[config.mk]
export PLATFORM = sky130hd
export DESIGN_NAME = psc_search
export DESIGN_NICKNAME = d
export VERILOG_FILES = /design/src/rtl/psc_search_pkg.sv /design/src/rtl/psc_tbl.sv /design/src/rtl/psc_iter.sv /design/src/rtl/psc_best.sv /design/src/rtl/psc_search.sv
export SDC_FILE = /design/constraint.sdc
export NUM_CORES = 1
export LEC_CHECK = 0
export BUFFER_PORTS_ARGS = -buffer_cell sky130_fd_sc_hd__buf_2
export CORE_ASPECT_RATIO = 0.6
export CORE_UTILIZATION = 61
export CTS_BUF_LIST = sky130_fd_sc_hd__clkbuf_16
export CTS_CLUSTER_DIAMETER = 100
export DETAILED_ROUTE_END_ITERATION = 7
export GPL_ROUTABILITY_DRIVEN = 1
export PLACE_DENSITY = 0.84
export SKIP_LAST_GASP = 1
export SLEW_MARGIN = 40
export SYNTH_ARGS = -nofsm -noshare
export SYNTH_HDL_FRONTEND = slang
export SYNTH_SLANG_ARGS = --single-unit
[constraint.sdc]
create_clock -name clk_i -period 8.45 [get_ports clk_i]
set_input_delay 0.4225 -clock clk_i [delete_from_list [all_inputs] [get_ports clk_i]]
set_output_delay 0.4225 -clock clk_i [all_outputs]
set_load 0.01 [all_outputs]
[src/rtl/psc_search_pkg.sv]
package psc_search_pkg;
  typedef enum logic {
    MODE_BAUD  = 1'b0,
    MODE_DELAY = 1'b1
  } srch_mode_e;

  localparam int PRE_W  = 2;  // four prescaler entries
  localparam int PVAL_W = 3;  // prescaler values up to 7
endpackage

[src/rtl/psc_tbl.sv]
module psc_tbl
  import psc_search_pkg::*;
#(
  parameter int SCL_W = 4
) (
  input  srch_mode_e                     mode_i,
  input  logic       [PRE_W-1:0]         pre_idx_i,
  input  logic       [SCL_W-1:0]         scl_idx_i,
  output logic       [PVAL_W-1:0]        pre_val_o,
  output logic       [(1<<SCL_W):0]      scl_val_o
);
  localparam int SCL_N  = 1 << SCL_W;
  localparam int SVAL_W = SCL_N + 1;

  logic [SVAL_W-1:0] baud_tbl [SCL_N];
  logic [SVAL_W-1:0] dly_tbl  [SCL_N];

  for (genvar g = 0; g < SCL_N; g++) begin : g_tbl
    if (g < 3) begin : g_lin
      assign baud_tbl[g] = SVAL_W'(2 * (g + 1));
    end else begin : g_pow
      assign baud_tbl[g] = SVAL_W'(1) << g;
    end
    assign dly_tbl[g] = SVAL_W'(1) << (g + 1);
  end

  always_comb begin
    unique case (pre_idx_i)
      2'd0:    pre_val_o = (mode_i == MODE_DELAY) ? PVAL_W'(1) : PVAL_W'(2);
      2'd1:    pre_val_o = PVAL_W'(3);
      2'd2:    pre_val_o = PVAL_W'(5);
      default: pre_val_o = PVAL_W'(7);
    endcase
  end

  assign scl_val_o = (mode_i == MODE_DELAY) ? dly_tbl[scl_idx_i] : baud_tbl[scl_idx_i];
endmodule

[src/rtl/psc_iter.sv]
module psc_iter
  import psc_search_pkg::*;
#(
  parameter int SCL_W = 4
) (
  input  logic             clk_i,
  input  logic             rst_ni,
  input  logic             start_i,
  input  srch_mode_e       mode_i,
  output logic             accept_o,
  output logic             step_o,
  output logic             fin_o,
  output logic             row_first_o,
  output logic [PRE_W-1:0] pre_idx_o,
  output logic [SCL_W-1:0] scl_idx_o
);
  localparam int CNT_W = PRE_W + SCL_W;

  logic [CNT_W-1:0] cnt_q;
  logic             busy_q;
  logic             fin_q;
  logic             last;

  assign accept_o = start_i && !busy_q && !fin_q;
  assign step_o   = busy_q;
  assign fin_o    = fin_q;
  assign last     = busy_q && (cnt_q == '1);

  always_ff @(posedge clk_i or negedge rst_ni) begin
    if (!rst_ni) begin
      cnt_q  <= '0;
      busy_q <= 1'b0;
      fin_q  <= 1'b0;
    end else begin
      fin_q <= last;
      if (accept_o) begin
        busy_q <= 1'b1;
        cnt_q  <= '0;
      end else if (busy_q) begin
        cnt_q <= cnt_q + 1'b1;
        if (last) busy_q <= 1'b0;
      end
    end
  end

  // baud: scaler outer, prescaler inner; delay: prescaler outer, scaler inner
  always_comb begin
    if (mode_i == MODE_DELAY) begin
      pre_idx_o   = cnt_q[CNT_W-1:SCL_W];
      scl_idx_o   = cnt_q[SCL_W-1:0];
      row_first_o = (scl_idx_o == '0);
    end else begin
      pre_idx_o   = cnt_q[PRE_W-1:0];
      scl_idx_o   = cnt_q[CNT_W-1:PRE_W];
      row_first_o = (pre_idx_o == '0);
    end
  end

  AST_ACCEPT_ARMS: assert property (@(posedge clk_i) disable iff (!rst_ni)
    accept_o |=> busy_q && (cnt_q == '0));
  AST_START_IGNORED: assert property (@(posedge clk_i) disable iff (!rst_ni)
    (busy_q && start_i && !last) |=> busy_q && (cnt_q == $past(cnt_q) + 1'b1));
  AST_FIN_AFTER_LAST: assert property (@(posedge clk_i) disable iff (!rst_ni)
    last |=> fin_q && !busy_q);
endmodule

[src/rtl/psc_best.sv]
module psc_best
  import psc_search_pkg::*;
#(
  parameter int SCL_W = 4,
  parameter int CMP_W = 20
) (
  input  logic             clk_i,
  input  logic             rst_ni,
  input  logic             clear_i,
  input  logic             step_i,
  input  logic             row_first_i,
  input  logic [CMP_W-1:0] prod_i,
  input  logic [CMP_W-1:0] req_i,
  input  logic [PRE_W-1:0] pre_idx_i,
  input  logic [SCL_W-1:0] scl_idx_i,
  output logic             found_o,
  output logic [PRE_W-1:0] pre_o,
  output logic [SCL_W-1:0] scl_o
);
  logic [CMP_W-1:0] best_q;
  logic             found_q;
  logic             row_hit_q;
  logic             row_hit_eff;
  logic             qual;
  logic             take;

  assign qual        = prod_i >= req_i;
  assign row_hit_eff = row_first_i ? 1'b0 : row_hit_q;
  // first qualifying entry per row only; strict less keeps earlier ties
  assign take        = step_i && qual && !row_hit_eff && (!found_q || (prod_i < best_q));

  always_ff @(posedge clk_i or negedge rst_ni) begin
    if (!rst_ni) begin
      best_q    <= '0;
      found_q   <= 1'b0;
      row_hit_q <= 1'b0;
      pre_o     <= '0;
      scl_o     <= '0;
    end else if (clear_i) begin
      found_q   <= 1'b0;
      row_hit_q <= 1'b0;
    end else if (step_i) begin
      row_hit_q <= row_hit_eff | qual;
      if (take) begin
        found_q <= 1'b1;
        best_q  <= prod_i;
        pre_o   <= pre_idx_i;
        scl_o   <= scl_idx_i;
      end
    end
  end

  assign found_o = found_q;

  AST_BEST_NO_RISE: assert property (@(posedge clk_i) disable iff (!rst_ni)
    (step_i && found_q) |=> best_q <= $past(best_q));
  AST_BEST_MEETS: assert property (@(posedge clk_i) disable iff (!rst_ni)
    found_q |-> best_q >= req_i);
  AST_FOUND_STICKY: assert property (@(posedge clk_i) disable iff (!rst_ni)
    (step_i && found_q) |=> found_q);
endmodule

[src/rtl/psc_search.sv]
module psc_search
  import psc_search_pkg::*;
#(
  parameter int REQ_W = 20,
  parameter int SCL_W = 4
) (
  input  logic             clk_i,
  input  logic             rst_ni,
  input  logic             start_i,
  input  logic             mode_i,
  input  logic [REQ_W-1:0] req_i,
  output logic [PRE_W-1:0] pre_idx_o,
  output logic [SCL_W-1:0] scl_idx_o,
  output logic             sat_o,
  output logic             done_o
);
  localparam int SCL_N  = 1 << SCL_W;
  localparam int SVAL_W = SCL_N + 1;
  localparam int PROD_W = SVAL_W + PVAL_W;
  localparam int CMP_W  = (REQ_W > PROD_W) ? REQ_W : PROD_W;

  srch_mode_e        mode_q;
  logic [REQ_W-1:0]  req_q;
  logic              accept, step, fin, row_first;
  logic [PRE_W-1:0]  cur_pre;
  logic [SCL_W-1:0]  cur_scl;
  logic [PVAL_W-1:0] pre_val;
  logic [SVAL_W-1:0] scl_val;
  logic [CMP_W-1:0]  prod;
  logic              found;
  logic [PRE_W-1:0]  best_pre;
  logic [SCL_W-1:0]  best_scl;

  always_ff @(posedge clk_i or negedge rst_ni) begin
    if (!rst_ni) begin
      mode_q <= MODE_BAUD;
      req_q  <= '0;
    end else if (accept) begin
      mode_q <= srch_mode_e'(mode_i);
      req_q  <= req_i;
    end
  end

  psc_iter #(.SCL_W(SCL_W)) u_iter (
    .clk_i      (clk_i),
    .rst_ni     (rst_ni),
    .start_i    (start_i),
    .mode_i     (mode_q),
    .accept_o   (accept),
    .step_o     (step),
    .fin_o      (fin),
    .row_first_o(row_first),
    .pre_idx_o  (cur_pre),
    .scl_idx_o  (cur_scl)
  );

  psc_tbl #(.SCL_W(SCL_W)) u_tbl (
    .mode_i   (mode_q),
    .pre_idx_i(cur_pre),
    .scl_idx_i(cur_scl),
    .pre_val_o(pre_val),
    .scl_val_o(scl_val)
  );

  assign prod = CMP_W'(pre_val) * CMP_W'(scl_val);

  psc_best #(.SCL_W(SCL_W), .CMP_W(CMP_W)) u_best (
    .clk_i      (clk_i),
    .rst_ni     (rst_ni),
    .clear_i    (accept),
    .step_i     (step),
    .row_first_i(row_first),
    .prod_i     (prod),
    .req_i      (CMP_W'(req_q)),
    .pre_idx_i  (cur_pre),
    .scl_idx_i  (cur_scl),
    .found_o    (found),
    .pre_o      (best_pre),
    .scl_o      (best_scl)
  );

  always_ff @(posedge clk_i or negedge rst_ni) begin
    if (!rst_ni) begin
      pre_idx_o <= '0;
      scl_idx_o <= '0;
      sat_o     <= 1'b0;
      done_o    <= 1'b0;
    end else begin
      done_o <= fin;
      if (fin) begin
        pre_idx_o <= found ? best_pre : '1;
        scl_idx_o <= found ? best_scl : '1;
        sat_o     <= !found;
      end
    end
  end

  // product of the published pair, for checking only
  logic [PVAL_W-1:0] chk_pre_val;
  logic [SVAL_W-1:0] chk_scl_val;
  logic [CMP_W-1:0]  chk_prod;

  psc_tbl #(.SCL_W(SCL_W)) u_chk_tbl (
    .mode_i   (mode_q),
    .pre_idx_i(pre_idx_o),
    .scl_idx_i(scl_idx_o),
    .pre_val_o(chk_pre_val),
    .scl_val_o(chk_scl_val)
  );
  assign chk_prod = CMP_W'(chk_pre_val) * CMP_W'(chk_scl_val);

  AST_RESULT_MEETS: assert property (@(posedge clk_i) disable iff (!rst_ni)
    (done_o && !sat_o) |-> chk_prod >= CMP_W'(req_q));
  AST_SAT_MAX_IDX: assert property (@(posedge clk_i) disable iff (!rst_ni)
    (done_o && sat_o) |-> (pre_idx_o == '1) && (scl_idx_o == '1));
  AST_SMALL_REQ: assert property (@(posedge clk_i) disable iff (!rst_ni)
    (done_o && (req_q <= REQ_W'(1))) |-> (pre_idx_o == '0) && (scl_idx_o == '0) && !sat_o);
  AST_DONE_PULSE: assert property (@(posedge clk_i) disable iff (!rst_ni)
    done_o |=> !done_o);
  AST_OUT_HOLD: assert property (@(posedge clk_i) disable iff (!rst_ni)
    !$stable({pre_idx_o, scl_idx_o, sat_o}) |-> done_o);
endmodule

==> impl_metrics.py <==
metrics = {
    "pwr": {
        "power_uw": 2426,
        "swShare_pct": 47.22,
        "power_frac_seq_pct": 22.0,
        "combinationalPowerShare_pct": 59.8,
        "internal_power_uw": 1280,
        "p_per_area_nw_per_um2": 428.3,
        "clkPwrFrac_pct": 18.2,
        "switching_power_uw": 1146,
        "max-vdd-ir-drop_mv": 0.2390,
        "leakagePower_uw": 0.002939,
    },
    "drt": {
        "drc": 0,
        "dr_total_vias": 4227,
        "dr.pass1.iters": 6,
        "drt_iter0_markers": 376,
        "antenna_left": 0,
        "post_drt_wl_per_cell_um": 17.62,
        "wl_um": 12280,
        "vias_per_cell": 6.065,
    },
    "synth": {
        "ys_ff_latch": 64,
        "synthTopCellsByCount": "nand2_1, inv_1, dfrtp_1, ha_1, o21ai_0",
        "synth_edf_count": 0,
        "yosysUniqueCellTypes": 54,
        "synth_area_per_cell_um2": 9.115,
        "synthCells": 558,
        "ys_async_sr_fraction_pct": 100.0,
        "ys_seq_area_share_pct": 31.49,
        "ys_dominant_reg_cell": "dfrtp_1",
        "synth_area_leaders": "dfrtp_1, ha_1, nand2_1",
        "syn-num-nets": 660,
        "netlist.area_leader.share_pct": 31.49,
        "yosysMostFrequentCell": "nand2_1",
        "synth.cell_area_um2": 5086,
        "synth_top_area_cell": "dfrtp_1",
        "ys.warnings.count": 0,
    },
    "layout": {
        "fin_nets": 686,
        "finalNonFillerCells": 697,
        "num_antenna_cells": 0,
        "layout-drive-gt1-share_pct": 14.77,
        "area_growth_pct": 11.37,
        "n_fill_cell": 584,
    },
    "clocking": {
        "cts_resized": 0,
        "cts_setup_buffers": 0,
        "htree_levels": 3,
        "cts_root_buf": "clkbuf_16",
        "cts.clk_slew.worst_paths_ns": 0.06,
        "cts_hold_buffers": 0,
        "cts_buffers": 9,
        "clkSinkCount": 64,
        "worstSkewPairLatency_ns": 0.33,
        "cts_tree": "built",
        "clockBufferDepth": 2,
    },
    "timing": {
        "rsz0062_at_grt": "no",
        "fin_crit_sh_pct": 93.11,
        "hold_violations": 0,
        "fin_worst_skew_ns": 0.005646,
        "setup_violations": 0,
        "fin_tns_setup_ns": 0,
        "min_period_ns": 7.868,
        "whs_ns": 0.1674,
        "tightest_slew_ns": 0.8065,
        "worst_slew_margin_rel_pct": 45.87,
        "drv_slew": 0,
        "fmax_mhz": 127.1,
    },
    "placement": {
        "dp.cells": 681,
        "portBuffers": 31,
        "dp_hpwl_um": 8816,
        "place.gp.congestion": 0.9400,
    },
    "critical_path": {
        "arrival_ns": 8.08,
        "endpoint_kind": "flip-flop",
        "critPathKind": "flip-flop to flip-flop",
        "start_kind": "flip-flop",
        "worstPathMaxFanout": 28,
        "required_ns": 8.66,
    },
    "global_routing": {
        "grt_start_max_net_pins": 65,
        "grt_overflow": 0,
        "grt_pass1_wl_um": 20440,
        "track_usage_pct": 30.54,
        "antenna_found_initial": 0,
        "grt_pass1_vias": 4070,
    },
    "die": {
        "rows": 25,
        "coreArea_um2": 7976,
        "start_util_pct": 63.76,
        "dieArea_um2": 8719,
        "die_w_um": 119.9,
        "io_pins": 32,
        "die_height_um": 72.73,
    },
    "outcome": {
        "outcome": "finished clean",
    },
    "run": {
        "maxCapViolations": 0,
    },
    "min_path": {
        "hold_class": "input port to asynchronous set/reset pin",
    },
}
[final timing paths]
path / start / slack [ns] / cells after the start / endpoint
min: rst_ni / 0.17 / 2 / req_q[8]
min reg2reg: req_q[0] / 0.49 / 2 / req_q[0]
max reg2reg: mode_q / 0.58 / 22 / u_best.best_q[16]
max: mode_q / 0.58 / 22 / u_best.best_q[16]
min in group clk_i: req_i[0] / 0.28 / 3 / req_q[0]
max in group asynchronous: rst_ni / 7.87 / 2 / u_iter.cnt_q[3]
[logic make-up (layout without fill, tap and decap cells)]
group | Yosys count | after routing | synth area share, %
compound gates | 120 | 120 | 15.47
xor+xnor | 12 | 12 | 2.066
fa+ha+maj | 78 | 78 | 21.40
buf+inv | 91 | 122 | 7.183
flops | 64 | 64 | 31.49
mux | 29 | 29 | 7.700
simple gates | 164 | 164 | 14.69
[metrics by stage]
stage / worst slack (ns) / instance area, µm² / util [%]
floorplan: 2.120 / 5086 / -
global placement: 1.290 / 5310 / 66.57
detailed placement: 1.002 / 5310 / 66.57
CTS: 0.7839 / 5660 / 70.96
global route: 0.3165 / 5664 / 71.01
finish: 0.5821 / 5664 / 71.01
[routing by layer]
layer / up-vias / routed length [µm] / global-route usage, %
met2: 189 / 5276 / 47.40
li1: 1968 / - / -
met5: - / 0 / 0
met3: 30 / 1006 / 5.703
met1: 2040 / 5773 / 44.28
met4: 0 / 224 / 7.778
[power groups by stage]
| stage | combinational [µW] | clock [µW] | sequential (µW) |
|---|---|---|---|
| 3_5_place_dp | 1360 | 0 | 532 |
| 6_report | 1450 | 442 | 534 |
| 5_1_grt | 1600 | 454 | 547 |
| 2_1_floorplan | 1060 | 0 | 487 |
| 3_3_place_gp | 1300 | 0 | 526 |
| 4_1_cts | 1410 | 443 | 530 |
[sequential cells by signal (all words and copies together), names as in the netlist, 2 cells and up]
signal	count
req_q	20
u_best.best_q	19
u_iter.cnt_q	6
scl_idx_o	4
u_best.scl_o	4
pre_idx_o	2
u_best.pre_o	2
[worst max-delay path, cell delays in order, from the launching register on]
cell and delay (ns):
dfrtp_1 0.86, o21a_1 0.38, inv_1 0.29, ha_1 0.34, a221oi_1 0.58, nor2_1 0.15, fa_1 0.51, ha_1 0.25
fa_1 0.44, a211oi_1 0.28, nor2_1 0.13, o31ai_1 0.44, nand2b_1 0.13, a21oi_1 0.20, xnor2_1 0.31, ha_1 0.37
and3_1 0.21, a221o_1 0.38, a221o_1 0.36, o31a_2 0.31, nor3_4 0.17, buf_4 0.30, mux2_4 0.34
[cell type report]
type | count | area (µm²) | share of cell area, %
clock buffers | 9 | 225.2 | 3.976
repair buffers | 35 | 188.9 | 3.336
clock inverters | 7 | 125.1 | 2.209
multi-input cells | 403 | 3122 | 55.11
well taps | 108 | 135.1 | 2.386
flip-flops and latches | 64 | 1602 | 28.27
inverters | 71 | 266.5 | 4.705
[placed cells by master (no fill, tap or decap), types with 9 or more instances in the layout]
master and instances:
nand2_1 86, nor2_1 25, clkbuf_16 9, o21ai_0 35
mux2_2 9, a21oi_1 22, fa_1 15, nand3_1 13
dfrtp_1 64, inv_1 71, buf_2 31, mux2_4 18
a21o_1 16, ha_1 63
Note: power is estimated with default switching activity, not from simulation.
